$ cat src/rtl/dmem_pkg.sv
package dmem_pkg;

  localparam int unsigned LANES  = 4;
  localparam int unsigned LANE_W = 8;
  localparam int unsigned WORD_W = LANES * LANE_W;

  typedef enum logic [1:0] {
    ACC_RD_WORD = 2'b00,
    ACC_WR_BYTE = 2'b01,
    ACC_WR_HALF = 2'b10,
    ACC_WR_WORD = 2'b11
  } acc_e;

  // Alignment rule per access size, from the two low address bits.
  function automatic logic acc_aligned(input acc_e code, input logic [1:0] lo);
    unique case (code)
      ACC_WR_BYTE: acc_aligned = 1'b1;
      ACC_WR_HALF: acc_aligned = ~lo[0];
      default:     acc_aligned = (lo == 2'b00);
    endcase
  endfunction

endpackage

$ cat src/rtl/dmem_lane_decode.sv
module dmem_lane_decode
  import dmem_pkg::*;
(
  input  logic                en,
  input  logic [1:0]          ctl,
  input  logic [1:0]          lo,
  input  logic [WORD_W-1:0]   wdata,
  output logic                misalign,
  output logic                rd_ok,
  output logic                wr_ok,
  output logic [LANES-1:0]    lane_we,
  output logic [WORD_W-1:0]   lane_data
);

  acc_e code;
  logic ok;

  assign code = acc_e'(ctl);
  assign ok   = acc_aligned(code, lo);

  assign misalign = en & ~ok;
  assign rd_ok    = en & ok & (code == ACC_RD_WORD);
  assign wr_ok    = en & ok & (code != ACC_RD_WORD);

  always_comb begin
    lane_we   = '0;
    lane_data = wdata;
    unique case (code)
      ACC_WR_BYTE: begin
        lane_we[lo] = 1'b1;
        lane_data   = {LANES{wdata[LANE_W-1:0]}};
      end
      ACC_WR_HALF: begin
        lane_we   = lo[1] ? 4'b1100 : 4'b0011;
        lane_data = {2{wdata[2*LANE_W-1:0]}};
      end
      ACC_WR_WORD: begin
        lane_we   = '1;
        lane_data = wdata;
      end
      default: begin
        lane_we   = '0;
        lane_data = wdata;
      end
    endcase
  end

endmodule

$ cat src/rtl/dmem_store.sv
module dmem_store
  import dmem_pkg::*;
#(
  parameter int unsigned WORDS = 64,
  parameter int unsigned IDX_W = $clog2(WORDS)
) (
  input  logic               clk,
  input  logic               rst_n,
  input  logic               wr_en,
  input  logic [IDX_W-1:0]   wr_idx,
  input  logic [LANES-1:0]   lane_we,
  input  logic [WORD_W-1:0]  lane_data,
  input  logic [IDX_W-1:0]   rd_idx,
  output logic [WORD_W-1:0]  rd_word
);

  logic [WORD_W-1:0] mem_q [WORDS];

  for (genvar w = 0; w < WORDS; w++) begin : g_word
    logic              sel;
    logic [WORD_W-1:0] nxt;

    assign sel = wr_en && (wr_idx == IDX_W'(w));

    for (genvar l = 0; l < LANES; l++) begin : g_lane
      always_comb begin
        if (lane_we[l]) nxt[l*LANE_W +: LANE_W] = lane_data[l*LANE_W +: LANE_W];
        else            nxt[l*LANE_W +: LANE_W] = mem_q[w][l*LANE_W +: LANE_W];
      end
    end

    always_ff @(posedge clk or negedge rst_n) begin
      if (!rst_n)   mem_q[w] <= '0;
      else if (sel) mem_q[w] <= nxt;
    end
  end

  assign rd_word = mem_q[rd_idx];

endmodule

$ cat src/rtl/sized_data_mem.sv
module sized_data_mem
  import dmem_pkg::*;
#(
  parameter int unsigned WORDS = 64
) (
  input  logic        clk,
  input  logic        rst_n,
  input  logic        en,
  input  logic [1:0]  ctl,
  input  logic [31:0] addr,
  input  logic [31:0] wdata,
  output logic [31:0] rdata,
  output logic        misalign
);

  localparam int unsigned IDX_W = $clog2(WORDS);

  // Reset: asserted asynchronously, released on a clock edge.
  logic [1:0] rst_sync_q;
  logic       rst_q_n;

  always_ff @(posedge clk or negedge rst_n) begin
    if (!rst_n) rst_sync_q <= 2'b00;
    else        rst_sync_q <= {rst_sync_q[0], 1'b1};
  end
  assign rst_q_n = rst_sync_q[1];

  logic [IDX_W-1:0]  idx;
  logic              rd_ok;
  logic              wr_ok;
  logic [LANES-1:0]  lane_we;
  logic [WORD_W-1:0] lane_data;
  logic [WORD_W-1:0] rd_word;
  logic              unused_hi;

  assign idx       = addr[IDX_W+1:2];
  assign unused_hi = ^addr[31:IDX_W+2];

  dmem_lane_decode u_dec (
    .en        (en),
    .ctl       (ctl),
    .lo        (addr[1:0]),
    .wdata     (wdata),
    .misalign  (misalign),
    .rd_ok     (rd_ok),
    .wr_ok     (wr_ok),
    .lane_we   (lane_we),
    .lane_data (lane_data)
  );

  dmem_store #(.WORDS(WORDS), .IDX_W(IDX_W)) u_store (
    .clk       (clk),
    .rst_n     (rst_q_n),
    .wr_en     (wr_ok),
    .wr_idx    (idx),
    .lane_we   (lane_we),
    .lane_data (lane_data),
    .rd_idx    (idx),
    .rd_word   (rd_word)
  );

  assign rdata = rd_ok ? rd_word : '0;

endmodule

$ cat config.mk
export PLATFORM = sky130hd
export DESIGN_NAME = sized_data_mem
export DESIGN_NICKNAME = d
export VERILOG_FILES = /design/src/rtl/dmem_pkg.sv /design/src/rtl/dmem_lane_decode.sv /design/src/rtl/dmem_store.sv /design/src/rtl/sized_data_mem.sv
export SDC_FILE = /design/constraint.sdc
export NUM_CORES = 2
export LEC_CHECK = 0
export ABC_CLOCK_PERIOD_IN_PS = 68400
export BUFFER_PORTS_ARGS = -buffer_cell sky130_fd_sc_hd__buf_4
export CORE_AREA = 5 5 524 526
export DETAILED_ROUTE_END_ITERATION = 16
export DIE_AREA = 0 0 529 531
export GPL_ROUTABILITY_DRIVEN = 1
export PLACE_DENSITY_LB_ADDON = 0.05
export SLEW_MARGIN = 20
export SYNTH_ARGS = -nofsm -noshare
export SYNTH_HDL_FRONTEND = slang
export SYNTH_HIERARCHICAL = 1
export SYNTH_SLANG_ARGS = --single-unit
$ cat constraint.sdc
create_clock -name clk -period 68.4 [get_ports clk]
set_input_delay 10.26 -clock clk [delete_from_list [all_inputs] [get_ports clk]]
set_output_delay 10.26 -clock clk [all_outputs]
set_load 0.1 [all_outputs]
======== After elaboration in Yosys (flattened, before gate mapping) ========
Cells that the tools add are included.
storage, ports and cells
  register bits after elaboration ......... 2050
  bits of input ports ..................... 69
  output and inout bits ................... 33
  logic and storage cells ................. 668
operators by class
  magnitude comparators ................... 3
  eq/ne operators ......................... 66
  muxes and demuxes ....................... 10
  bitwise operators ....................... 7
  reductions and logical operators ........ 325
operator list
  kind                  count
  $reduce_and A2 Y1     256
  $bmux W32 S6          1
  $eq A6 B6 Y1 const B  32
  $eq A6 B5 Y1 const B  16
  $mux W32              3
  $logic_and A1 B1 Y1   65
  $pmux W32 S2          1
  $eq A6 B4 Y1 const B  8
  $eq A6 B3 Y1 const B  4
  $eq A6 B2 Y1 const B  2
  $pmux W4 S3           1
  $ge A7 B7 Y1 const B  1
  $not A6 Y7            1
  $eq A6 B1 Y1 const B  1
  $logic_not A6 Y1      1
  $and A1 B1 Y1         4
  $eq A2 B2 Y1 const B  2
  $logic_not A2 Y1      2
  $mux W4               1
  $lt A2 B3 Y1 const B  1
  $demux W1 S2          1
  $eq A2 B1 Y1 const B  1
  $ge A2 B1 Y1 const B  1
  $not A1 Y1            2
  3 further kinds       3

======== Depth between registers and ports, before layout ========
  depth after elaboration ................. 6
  depth in mapped cells ................... 12
  depth with buffers taken out ............ 9

======== Cells and area by module ========
The synthesis kept the hierarchy.
modules (own cells, without submodules)
  module            instances  cells each  area an instance (µm²)
  dmem_store        1          5986        92797.8
  dmem_lane_decode  1          99          588.1
  sized_data_mem    1          38          309.0

======== Worst setup path before layout ========
OpenSTA, ideal clock, no wires.
  path kind ............................... input to output
  start point ............................. input port addr[2]
  end point ............................... output port rdata[21]
  data arrival time ....................... 12.180 ns
  setup slack ............................. 45.960 ns
  stages on the path ...................... 9
  path buffers ............................ 4
  cell sequence ........................... buf_6 buf_8 buf_6 buf_6 mux4_2 a22oi_1 nand4_1 and3_1 and2_2
on the way
  word-level cells in the longest chain between the ends .. 5
RTL lines
  item                                          line                  text
  start: declaration                            sized_data_mem.sv:10  input logic [31:0] addr,
  $not A6 Y7 (implied by the code)              dmem_store.sv:38      assign rd_word = mem_q[rd_idx];
  $bmux W32 S6                                  dmem_store.sv:38
  $mux W32 (implied by the code) (2 in series)  dmem_store.sv:38
  via rd_word[21]                               sized_data_mem.sv:33  logic [WORD_W-1:0] rd_word;
  $mux W32                                      sized_data_mem.sv:62  assign rdata = rd_ok ? rd_word : '0;
  end: declaration                              sized_data_mem.sv:12  output logic [31:0] rdata,
The timed path passes the listed nets, and every way through them passes these cells. The select of a mux whose other input is x is not followed.

======== Worst setup path in the final report ========
  start point ............................. input port addr[2]
  end point ............................... output port rdata[14]
Same word-level chain as after synthesis.

==> out/metrics.csv <==
stage,metric,value,unit
power_and_ir_drop,static leakage,50.8,nW
setup_path,R2R Path Start,rst_sync_q[1],
grt,met1 usage,32.9,%
sta,Slew @ Worst Pin,1260,ps
setup_path,r2r setup slk,63210,ps
setup_path,Crit path largest cell delay,680,ps
synthesis,area of the mapped netlist,93700,sq um
synthesis,Post-Syn Nets,6196,
grt,layer with the highest usage,met2,
grt,grt met2 use,35.7,%
setup_path,Register-to-Register Path Depth,5,
setup_path,instance count on the critical path,13,
die,Ports,102,
sta,Setup Viol. Count Final,0,
setup_path,"Max FO, Critical Path",41,
setup_path,crit path from,addr[2],
worst_hold_path,HP Class,reg -> reg,
setup_path,CP Cell Sequence,"buf_8, buf_4, buf_4, buf_4, buf_4, buf_4, mux4_2, nand2_1, a21oi_1, o31ai_1, nor2_1, and2_2, buf_4",
synthesis,"FFs w/ async S/R, synth",100,%
setup_path,FF-to-FF End,u_store/mem_q[1488],
worst_hold_path,hold path cells,0,
sta,RSZ-0062 raised after global routing,no,
setup_path,critical setup path kind,in -> out,
outcome,outcome,"complete, no violations",
power_and_ir_drop,maximum vdd drop,0.0206,mV
power_and_ir_drop,pwr dens,25.8,nW/um^2
sta,min Tclk post-route,26450,ps
synthesis,Mean Syn Cell Area,15.3,sq um
cts,"Hold-fix buffers, CTS",0,
cts,clock tree sinks,2050,
sta,Pins Over Slew Limit,0,
die,Die Span Y,531,um
synthesis,post-synth top area cell,dfrtp_1,
sta,final clock skew,53.1,ps
cts,Post-CTS Setup Bufs,0,
synthesis,number of enable flip-flop cells after synthesis,0,
synthesis,Synth area leaders,"dfrtp_1 (55%), mux2_2 (25%), mux4_2 (12%)",
setup_path,crit path launch type,primary input,
cts,CTS tree,yes,
routing,TritonRoute pass-1 iters,6,
place,RD Place Congestion,0.794,
synthesis,sequential area share after synthesis,54.8,%
sta,slew margin rel.,15.8,%
die,Initial Util,34.8,%
setup_path,CP top delay family,buffers and inverters,
routing,Vias,55199,
grt,initial antenna violation count,33,
cts,Clock Tree Root,clkbuf_16,
cts,H-tree lvl count,4,
synthesis,post-synthesis cell count,6123,
sta,Peak Freq,37.8,MHz
routing,routed wire length,322,mm
layout,Layout area overhead,13.2,%
layout,# nets final,6197,
place,PortBufs,77,
grt,first-pass GRT wire length,461,mm
synthesis,post-synthesis cell type count,52,
setup_path,Critical Path AT,16190,ps
die,Site Rows,191,
power_and_ir_drop,Design Power,2.74,mW
cts,clock buffer depth,4,
setup_path,CP max stage cell,buf_4,
layout,layout cell share with drive strength beyond 1,51.7,%
setup_path,"most used cell, CP",buf_4,
synthesis,Seq cells post-synth,2050,
sta,crit share post-route,38.7,%
routing,Iteration-0 DRC Markers,3607,
setup_path,Buf/Inv on CP,7,
grt,GR Layer Usage met3,3.76,%
routing,Remaining DRCs,0,
sta,Final Hold Viols,0,
setup_path,endpoint class of the critical path,primary output,
grt,total grt overflow,0,
cts,Post-CTS Resized,0,
die,area of the die,281000,sq um
cts,Worst-path clk slew,50,ps
die,die width,529,um
routing,number of vias per cell,5.58,
run,Max Cap Viol,0,
grt,pin count of the biggest net entering global routing,170,
place,DPL Wire Length,202,mm
cts,clock buffer count from CTS,244,
setup_path,Crit path required time,58140,ps
routing,Final ANT Viol Nets,0,
routing,routed len/inst,32.5,um
sta,Setup TNS Final,0,ps
grt,GRT Overall Usage,22.8,%
grt,vias in the first global route,58438,
synthesis,post-synth top area share,54.8,%
synthesis,Ys Warns,6,
setup_path,Critical Path End,rdata[14],
cts,clk_lat worst skew,910,ps
synthesis,Synth Flop Type,dfrtp_1,
die,Core Box Area,270000,sq um
## where the power goes
group          switching [mW]  total (mW)  internal [mW]
Combinational           0.151       0.209         0.0588
Clock                   0.520        1.28          0.760
Sequential             0.0120        1.25           1.24
Total                   0.683        2.74           2.06
## cells in the final DEF, fill, tap and decap left out, drive strengths merged, types with 5 or more instances in the layout
| master | n |
|---|---|
| nand2 | 381 |
| and2 | 37 |
| dfrtp | 2050 |
| buf | 220 |
| o22ai | 85 |
| nand2b | 7 |
| diode | 16 |
| bufinv | 10 |
| clkinv | 34 |
| mux2 | 2074 |
| nor2b | 23 |
| o21ai | 22 |
| clkbuf | 375 |
| a211oi | 16 |
| a2111oi | 5 |
| a22oi | 62 |
| inv | 15 |
| nand3 | 61 |
| mux4 | 490 |
| nor2 | 91 |
| and3 | 37 |
| o221ai | 50 |
| nand4 | 56 |
| a21oi | 15 |
| mux2i | 41 |
| a22o | 8 |
## cell usage after synthesis, drive strengths merged, types with 50 or more instances
library cell  count
nand4            56
a22oi            62
nand3            61
o22ai            85
mux2           2074
dfrtp          2050
nand2           381
o221ai           50
mux4            490
clkbuf          298
buf             167
nor2             91
## worst min-delay path by stage
stage	start	endpoint	slack [ps]
3_3_place_gp	rst_sync_q[0]	rst_sync_q[1]	340
6_report	rst_sync_q[0]	rst_sync_q[1]	350
4_1_cts	rst_sync_q[0]	rst_sync_q[1]	350
3_5_place_dp	rst_sync_q[0]	rst_sync_q[1]	340
2_1_floorplan	rst_sync_q[0]	rst_sync_q[1]	330
5_1_grt	rst_sync_q[0]	rst_sync_q[1]	370
## cell families (layout without fill, tap and decap cells)
logic type / count (synthesis) / after routing / share of synthesized area [%]
AND/OR/NAND/NOR: 707 / 707 / 3.50
other: 1 / 17 / 0.00400
flip-flops: 2050 / 2050 / 54.8
adder cells (fa/ha/maj): 4 / 4 / 0.0534
AO/OA/AOI/OAI: 278 / 278 / 2.13
multiplexers: 2605 / 2605 / 37.1
buffers and inverters: 478 / 657 / 2.42
## sequential cells by signal, summed over array words and instances (netlist names)
signal	cells
u_store/mem_q	2048
rst_sync_q	2
## stage by stage
| step | utilization, % | setup WS, ps | cells | hold WS [ps] | area, sq um |
|---|---|---|---|---|---|
| floorplan | - | 7020 | 6123 | 331 | 93700 |
| global placement | 36.4 | 41690 | 9448 | 339 | 98200 |
| detailed placement | 36.4 | 41700 | 9448 | 343 | 98200 |
| CTS | 39.3 | 41690 | 9872 | 355 | 106000 |
| global route | 39.3 | 41540 | 9874 | 367 | 106000 |
| finish | 39.3 | 41950 | 9888 | 351 | 106000 |
## metal layers
layer	share of wire, %	vias up
li1	-	22960
met1	47	30716
met2	46	1117
met3	4.6	396
met4	2.8	10
met5	0.018	-
## cell type report
| type | instances | area (sq um) |
|---|---|---|
| inverters | 13 | 50.0 |
| clock inverters | 49 | 529 |
| repair buffers | 220 | 1820 |
| flip-flops and latches | 2050 | 51300 |
| clock buffers | 375 | 7270 |
| well taps | 3570 | 4470 |
| diodes | 16 | 40.0 |
| fillers | 25165 | 164000 |
| multi-input cells | 3595 | 40600 |
Note: power is estimated with default switching activity, not from simulation.
